`src/rtl/swc_pkg.sv`:
```
package swc_pkg;
  typedef enum logic [1:0] {SB_START = 2'd0, SB_DATA = 2'd1, SB_STOP = 2'd2} subbit_t;
  typedef enum logic [1:0] {RX_IDLE = 2'd0, RX_HUNT = 2'd1, RX_WAIT = 2'd2} rx_state_t;
endpackage

```
`src/rtl/swc_line_sync.sv`:
```
module swc_line_sync #(
  parameter int STAGES = 2
) (
  input  logic clk,
  input  logic rst_n,
  input  logic pad_i,
  output logic lvl_o,
  output logic fall_o
);
  logic [STAGES-1:0] sh_q;
  logic              prev_q;

  always_ff @(posedge clk or negedge rst_n) begin
    if (!rst_n) begin
      sh_q   <= '1;
      prev_q <= 1'b1;
    end else begin
      sh_q   <= {sh_q[STAGES-2:0], pad_i};
      prev_q <= sh_q[STAGES-1];
    end
  end

  assign lvl_o  = sh_q[STAGES-1];
  assign fall_o = prev_q & ~sh_q[STAGES-1];
endmodule

```
`src/rtl/swc_tx.sv`:
```
module swc_tx
  import swc_pkg::*;
#(
  parameter int CMD_W   = 8,
  parameter int SUB_CYC = 27
) (
  input  logic             clk,
  input  logic             rst_n,
  input  logic             go,
  input  logic [CMD_W-1:0] cmd,
  output logic             line_o,
  output logic             line_oe,
  output logic             done
);
  localparam int FRAME_BITS = CMD_W + 1;
  localparam int BIT_W      = $clog2(FRAME_BITS);
  localparam int CYC_W      = $clog2(SUB_CYC);

  logic                  active_q, active_d;
  logic [FRAME_BITS-1:0] sh_q, sh_d;
  logic [BIT_W-1:0]      bit_q, bit_d;
  logic [CYC_W-1:0]      cyc_q, cyc_d;
  subbit_t               sub_q, sub_d;
  logic                  last_cyc, last_bit;

  assign last_cyc = (cyc_q == CYC_W'(SUB_CYC - 1));
  assign last_bit = (bit_q == BIT_W'(FRAME_BITS - 1));

  always_comb begin
    active_d = active_q;
    sh_d     = sh_q;
    bit_d    = bit_q;
    cyc_d    = cyc_q;
    sub_d    = sub_q;
    if (!active_q) begin
      if (go) begin
        active_d = 1'b1;
        sh_d     = {cmd, 1'b1};
        bit_d    = '0;
        cyc_d    = '0;
        sub_d    = SB_START;
      end
    end else if (last_cyc) begin
      cyc_d = '0;
      case (sub_q)
        SB_START: sub_d = SB_DATA;
        SB_DATA:  sub_d = SB_STOP;
        default: begin
          if (last_bit) begin
            active_d = 1'b0;
          end else begin
            bit_d = bit_q + 1'b1;
            sh_d  = {sh_q[FRAME_BITS-2:0], 1'b0};
            sub_d = SB_START;
          end
        end
      endcase
    end else begin
      cyc_d = cyc_q + 1'b1;
    end
  end

  always_ff @(posedge clk or negedge rst_n) begin
    if (!rst_n) begin
      active_q <= 1'b0;
      sh_q     <= '0;
      bit_q    <= '0;
      cyc_q    <= '0;
      sub_q    <= SB_START;
    end else begin
      active_q <= active_d;
      sh_q     <= sh_d;
      bit_q    <= bit_d;
      cyc_q    <= cyc_d;
      sub_q    <= sub_d;
    end
  end

  assign line_oe = active_q;
  assign line_o  = !active_q           ? 1'b1 :
                   (sub_q == SB_START) ? 1'b0 :
                   (sub_q == SB_DATA)  ? sh_q[FRAME_BITS-1] : 1'b1;
  assign done    = active_q && (sub_q == SB_STOP) && last_cyc && last_bit;


  start_low_chk: assert property (@(posedge clk) disable iff (!rst_n)
    $rose(line_oe) |-> !line_o);

  stop_high_chk: assert property (@(posedge clk) disable iff (!rst_n)
    $fell(line_oe) |-> $past(line_o));
endmodule

```
`src/rtl/swc_rx.sv`:
```
module swc_rx
  import swc_pkg::*;
#(
  parameter int DATA_W     = 32,
  parameter int SAMPLE_CYC = 54,
  parameter int TMO_CYC    = 270
) (
  input  logic              clk,
  input  logic              rst_n,
  input  logic              arm,
  input  logic              fall,
  input  logic              lvl,
  output logic [DATA_W-1:0] word,
  output logic              valid,
  output logic              timeout,
  output logic              busy
);
  localparam int FRAME_BITS = DATA_W + 1;
  localparam int IDX_W      = $clog2(FRAME_BITS);
  localparam int CNT_MAX    = (SAMPLE_CYC > TMO_CYC) ? SAMPLE_CYC : TMO_CYC;
  localparam int CNT_W      = $clog2(CNT_MAX);

  rx_state_t         st_q, st_d;
  logic [CNT_W-1:0]  cnt_q, cnt_d;
  logic [IDX_W-1:0]  idx_q, idx_d;
  logic [DATA_W-1:0] sh_q, sh_d, word_q, word_d;
  logic              valid_q, valid_d, tmo_q, tmo_d;

  always_comb begin
    st_d    = st_q;
    cnt_d   = cnt_q;
    idx_d   = idx_q;
    sh_d    = sh_q;
    word_d  = word_q;
    valid_d = 1'b0;
    tmo_d   = 1'b0;
    case (st_q)
      RX_IDLE: begin
        if (arm) begin
          st_d  = RX_HUNT;
          cnt_d = '0;
          idx_d = '0;
        end
      end
      RX_HUNT: begin
        if (fall) begin
          st_d  = RX_WAIT;
          cnt_d = '0;
        end else if (cnt_q == CNT_W'(TMO_CYC - 1)) begin
          st_d  = RX_IDLE;
          tmo_d = 1'b1;
        end else begin
          cnt_d = cnt_q + 1'b1;
        end
      end
      RX_WAIT: begin
        if (cnt_q == CNT_W'(SAMPLE_CYC - 1)) begin
          cnt_d = '0;
          if (idx_q == IDX_W'(FRAME_BITS - 1)) begin
            st_d    = RX_IDLE;
            valid_d = 1'b1;
            word_d  = sh_q;
          end else begin
            sh_d  = {sh_q[DATA_W-2:0], lvl};
            idx_d = idx_q + 1'b1;
            st_d  = RX_HUNT;
          end
        end else begin
          cnt_d = cnt_q + 1'b1;
        end
      end
      default: st_d = RX_IDLE;
    endcase
  end

  always_ff @(posedge clk or negedge rst_n) begin
    if (!rst_n) begin
      st_q    <= RX_IDLE;
      cnt_q   <= '0;
      idx_q   <= '0;
      sh_q    <= '0;
      word_q  <= '0;
      valid_q <= 1'b0;
      tmo_q   <= 1'b0;
    end else begin
      st_q    <= st_d;
      cnt_q   <= cnt_d;
      idx_q   <= idx_d;
      sh_q    <= sh_d;
      word_q  <= word_d;
      valid_q <= valid_d;
      tmo_q   <= tmo_d;
    end
  end

  assign word    = word_q;
  assign valid   = valid_q;
  assign timeout = tmo_q;
  assign busy    = (st_q != RX_IDLE);


  valid_from_wait_chk: assert property (@(posedge clk) disable iff (!rst_n)
    valid |-> $past(st_q) == RX_WAIT);

  tmo_from_hunt_chk: assert property (@(posedge clk) disable iff (!rst_n)
    timeout |-> ($past(st_q) == RX_HUNT) && !$past(fall));

  wait_holds_chk: assert property (@(posedge clk) disable iff (!rst_n)
    (st_q == RX_WAIT) && fall && (cnt_q != CNT_W'(SAMPLE_CYC - 1)) |=> st_q == RX_WAIT);
endmodule

```
`src/rtl/swc_host.sv`:
```
module swc_host #(
  parameter int CMD_W       = 8,
  parameter int DATA_W      = 32,
  parameter int SUB_CYC     = 27,
  parameter int SAMPLE_CYC  = 54,
  parameter int TMO_CYC     = 270,
  parameter int SYNC_STAGES = 2
) (
  input  logic              clk,
  input  logic              rst_n,
  input  logic              start,
  input  logic [CMD_W-1:0]  cmd,
  input  logic              line_i,
  output logic              line_o,
  output logic              line_oe,
  output logic [DATA_W-1:0] rx_word,
  output logic              rx_valid,
  output logic              rx_timeout,
  output logic              busy
);
  logic [1:0] rst_q;
  logic       srst_n, go, tx_done, lvl, fall, rx_busy;

  always_ff @(posedge clk or negedge rst_n) begin
    if (!rst_n) rst_q <= 2'b00;
    else        rst_q <= {rst_q[0], 1'b1};
  end
  assign srst_n = rst_q[1];

  assign busy = line_oe | rx_busy;
  assign go   = start & ~busy;

  swc_line_sync #(.STAGES(SYNC_STAGES)) u_sync (
    .clk(clk), .rst_n(srst_n), .pad_i(line_i), .lvl_o(lvl), .fall_o(fall));

  swc_tx #(.CMD_W(CMD_W), .SUB_CYC(SUB_CYC)) u_tx (
    .clk(clk), .rst_n(srst_n), .go(go), .cmd(cmd),
    .line_o(line_o), .line_oe(line_oe), .done(tx_done));

  swc_rx #(.DATA_W(DATA_W), .SAMPLE_CYC(SAMPLE_CYC), .TMO_CYC(TMO_CYC)) u_rx (
    .clk(clk), .rst_n(srst_n), .arm(tx_done), .fall(fall), .lvl(lvl),
    .word(rx_word), .valid(rx_valid), .timeout(rx_timeout), .busy(rx_busy));


  busy_before_end_chk: assert property (@(posedge clk) disable iff (!srst_n)
    (rx_valid || rx_timeout) |-> $past(busy) && !busy);

  no_restart_chk: assert property (@(posedge clk) disable iff (!srst_n)
    line_oe && start |=> line_oe || rx_busy);
endmodule

```
`config.mk`:
```
export PLATFORM = sky130hd
export DESIGN_NAME = swc_host
export DESIGN_NICKNAME = d
export VERILOG_FILES = /design/src/rtl/swc_pkg.sv /design/src/rtl/swc_line_sync.sv /design/src/rtl/swc_tx.sv /design/src/rtl/swc_rx.sv /design/src/rtl/swc_host.sv
export SDC_FILE = /design/constraint.sdc
export NUM_CORES = 1
export LEC_CHECK = 0
export BUFFER_PORTS_ARGS = -buffer_cell sky130_fd_sc_hd__buf_2
export CORE_MARGIN = 4
export CORE_UTILIZATION = 45
export DETAILED_ROUTE_END_ITERATION = 10
export GPL_TIMING_DRIVEN = 0
export PLACE_DENSITY = 0.74
export SETUP_SLACK_MARGIN = 0.02
export SLEW_MARGIN = 0
export SYNTH_ARGS = -nofsm -noshare
export SYNTH_HDL_FRONTEND = slang
export SYNTH_HIERARCHICAL = 1
export SYNTH_SLANG_ARGS = --single-unit
```
`constraint.sdc`:
```
create_clock -name clk -period 3.31 [get_ports clk]
set_input_delay 0.331 -clock clk [delete_from_list [all_inputs] [get_ports clk]]
set_output_delay 0.331 -clock clk [all_outputs]
set_load 0.005 [all_outputs]
```
==> flow_metrics.env <==
export IMPL_drt_pass1_iterations=5
export IMPL_vdd_drop_max_mv=0.250
export IMPL_gr_total_overflow=0
export IMPL_layout_min_cycle_time_ns=2.74
export IMPL_drive_gt1_share_pct=34.0
export IMPL_yosys_register_bits=109
export IMPL_htreeDepth=3
export IMPL_initial_core_util_pct=45.8
export IMPL_r2r_start="u_tx/line_oe"
export IMPL_p_per_area_nw_per_um2=589
export IMPL_die_width_um=113
export IMPL_yosys_area_share_simple_pct=9.15
export IMPL_ant_nets=0
export IMPL_cp_depth=8
export IMPL_regToRegEndpoint="u_rx/cnt_q[4]"
export IMPL_first_global_vias=3321
export IMPL_synth_compound_area_share_pct=10.0
export IMPL_postSynthAreaPerCell_um2=12.9
export IMPL_p_int_mw=2.26
export IMPL_wl_per_cell_um=15.4
export IMPL_ys_seq_area_share_pct=55.2
export IMPL_drt_first_iter_violations=325
export IMPL_netlist_area_um2=4950
export IMPL_crit_buf_inv=2
export IMPL_syn_inst=384
export IMPL_grt_use_total_pct=15.3
export IMPL_synthArstFlopShare_pct=100
export IMPL_drt_total_wl_mm=9.09
export IMPL_outcome="completed"
export IMPL_path_cells="buf_2, buf_2, nand3_1, nor3_1, nand2b_1, o311a_1, o211ai_1, o311ai_0"
export IMPL_final_nets=469
export IMPL_core_um2=10800
export IMPL_cp_slowest_cell="dfrtp_1"
export IMPL_p_clk_share_pct=27.4
export IMPL_yosys_warnings=6
export IMPL_crit_top_cell="buf_2"
export IMPL_endpoint="u_rx/cnt_q[4]"
export IMPL_fin_ws_ns=0.575
export IMPL_synthMuxAreaShare_pct=19.0
export IMPL_clock_fmax_ghz=0.366
export IMPL_setup_viol=0
export IMPL_synth_xor_xnor_area_share_pct=0
export IMPL_comb_power_share_pct=22.3
export IMPL_synth_edf_count=0
export IMPL_area_growth_pct=13.9
export IMPL_drv_slew=0
export IMPL_post_route_period_util_pct=82.6
export IMPL_hp_class="in2reg"
export IMPL_clkTransAtPathRegs_ns=0.10
export IMPL_r2r_slack_ns=0.57
export IMPL_multi_input_area_um2=2040
export IMPL_portBuffers=48
export IMPL_whs_path_depth=1
export IMPL_sequentialPowerShare_pct=50.3
export IMPL_synth_distinct_cells=59
export IMPL_critPathLaunchType="flip-flop"
export IMPL_dp_hpwl_mm=6.31
export IMPL_dp_worst_setup_slack_ns=0.581
export IMPL_via_per_inst=5.50
export IMPL_required_ns=3.57
export IMPL_antenna_found_initial=0
export IMPL_cts_setup_buffers=0
export IMPL_clock_path_buffers=2
export IMPL_final_common_cell="dfrtp_1"
export IMPL_antenna_cells=0
export IMPL_worstRegToRegCells=8
export IMPL_cts_tree="done"
export IMPL_cts_root_buf="clkbuf_8"
export IMPL_cts_resized_gates=0
export IMPL_vias=3244
export IMPL_fillers=911
export IMPL_drc=0
export IMPL_crit_arrival_ns=2.99
export IMPL_relSlewSlack_pct=33.8
export IMPL_final_cell_mix="dfrtp_1 (105), mux2_2 (66), buf_2 (51)"
export IMPL_clock_latency_ns=0.38
export IMPL_crit_family="compound AO/OA/AOI/OAI gates"
export IMPL_gp_congestion=0.875
export IMPL_fp_dieArea_um2=12700
export IMPL_syn_nets=408
export IMPL_rsz0062_at_grt="false"
export IMPL_p_leak_nw=2.71
export IMPL_ctsHoldBuffers=1
export IMPL_p_switching_mw=1.06
export IMPL_startpoint="u_tx/line_oe"
export IMPL_synth_top_family_by_area="multiplexers"
export IMPL_die_h_um=113
export IMPL_hold_violations=0
export IMPL_cp_max_fo=10
export IMPL_area_sequential_um2=2740
export IMPL_core_rowCount=38
export IMPL_tightestPinTransition_ns=0.984
export IMPL_placed_area_um2=5400
export IMPL_end_kind="flip-flop"
export IMPL_skew_ns=0.00898
export IMPL_max_stage_delay_ns=0.51
export IMPL_switching_share_pct=32.0
export IMPL_worstSetupPathType="reg2reg"
export IMPL_maxCapViolCount=0
export IMPL_grt_pass1_wl_mm=16.1
export IMPL_synth_ff_type="dfrtp_1"
export IMPL_grt_max_degree=67
export IMPL_synth_fa_ha_area_share_pct=3.03
export IMPL_design_portCount=49
export IMPL_final_area_um2=5630
export IMPL_cts_made_buffers=9
export IMPL_cts_num_sinks=109
[power groups by stage]
stage	registers, mW	logic (mW)	clock network [mW]
2_1_floorplan	1.66	0.550	0
3_3_place_gp	1.69	0.666	0
3_5_place_dp	1.69	0.721	0
4_1_cts	1.67	0.733	0.942
5_1_grt	1.70	0.844	1.01
6_report	1.67	0.739	0.911
[cell usage after synthesis (2+ instances only)]
library cell	count	share of area [%]
dfrtp_1	106	54
mux2_2	66	15
o21ai_0	19	1.9
nand2_1	18	1.4
inv_1	15	1.1
nand3_1	15	1.5
mux2_1	14	3.2
ha_1	12	3.0
nor2_1	8	0.61
o2111ai_1	7	1.2
a21oi_1	6	0.61
buf_6	6	1.4
o311ai_0	6	1.1
and3_1	5	0.63
clkbuf_1	5	0.38
nand2b_1	5	0.63
nor3_1	5	0.51
o211ai_1	5	0.76
mux2i_1	4	0.81
a22o_1	3	0.53
buf_2	3	0.30
dfstp_2	3	1.6
nand4_1	3	0.38
nor2b_1	3	0.38
o21a_1	3	0.46
a32o_1	2	0.40
nor3b_1	2	0.30
o41ai_1	2	0.35
or2_2	2	0.25
or4_1	2	0.30
[layout make-up]
class                           count  share of cell area, %
Sequential cell                   109                   48.5
Multi-Input combinational cell    243                   36.3
Timing Repair Buffer               50                   4.93
Tap cell                          140                   3.11
Clock buffer                        9                   2.20
Buffer                             16                   2.00
Clock inverter                      7                   1.87
Inverter                           16                   1.07
[per-stage QoR]
| stage | utilization, % | TNS [ns] | hold slack [ns] | cells | power, mW |
|---|---|---|---|---|---|
| 6_report | 52.2 | 0 | 0.0390 | 590 | 3.32 |
| 4_1_cts | 52.2 | 0 | 0.0185 | 590 | 3.34 |
| 5_1_grt | 52.2 | 0 | 0.0122 | 590 | 3.55 |
| 3_3_place_gp | 49.7 | -110.69 | 0.119 | 572 | 2.36 |
| 2_1_floorplan | - | 0 | 0.0354 | 384 | 2.21 |
| 3_5_place_dp | 50.0 | 0 | 0.121 | 573 | 2.41 |
[how the worst min path moves through the flow]
stage	slack [ns]	from	end
6_report	0.04	line_i	u_sync/sh_q[0]
4_1_cts	0.02	line_i	u_sync/sh_q[0]
5_1_grt	0.01	line_i	u_sync/sh_q[0]
3_3_place_gp	0.12	rst_n	rst_q[0]
3_5_place_dp	0.12	rst_n	rst_q[0]
2_1_floorplan	0.04	rst_n	rst_q[0]
[logic make-up (layout without fill, tap and decap cells)]
logic type,after synthesis,after routing
buf+inv,32,98
other cells,1,1
flops,109,109
simple gates,79,79
compound gates,67,67
mux,84,84
fa+ha+maj,12,12
[registers in the layout (all words and copies together) (netlist names)]
| register | count |
|---|---|
| u_sync/sh_q | 2 |
| u_rx/word | 32 |
| u_rx/idx_q | 6 |
| u_rx/timeout | 1 |
| u_sync/prev_q | 1 |
| rst_q | 2 |
| u_tx/bit_q | 4 |
| u_tx/cyc_q | 5 |
| u_tx/line_oe | 1 |
| u_tx/sh_q | 9 |
| u_tx/sub_q | 2 |
| u_rx/valid | 1 |
| u_rx/cnt_q | 9 |
| u_rx/sh_q | 32 |
| u_rx/st_q | 2 |
[metal layers]
metal | part of all wire (%) | wire, um | track usage (%) | vias to the layer above
li1 | - | - | - | 1534
met1 | 46 | 4210 | 20.9 | 1622
met2 | 48 | 4360 | 24.1 | 77
met3 | 4.6 | 416 | 3.74 | 11
met4 | 1.1 | 101 | 4.97 | 0
met5 | 0 | 0 | 0 | -
[worst reg2reg max path: stages (launching register included)]
cell and delay (ns):
dfrtp_1 0.51, buf_2 0.29, buf_2 0.24, nand3_1 0.14, nor3_1 0.37, nand2b_1 0.18
o311a_1 0.17, o211ai_1 0.28, o311ai_0 0.44
Power figures use the tool's default switching activity.
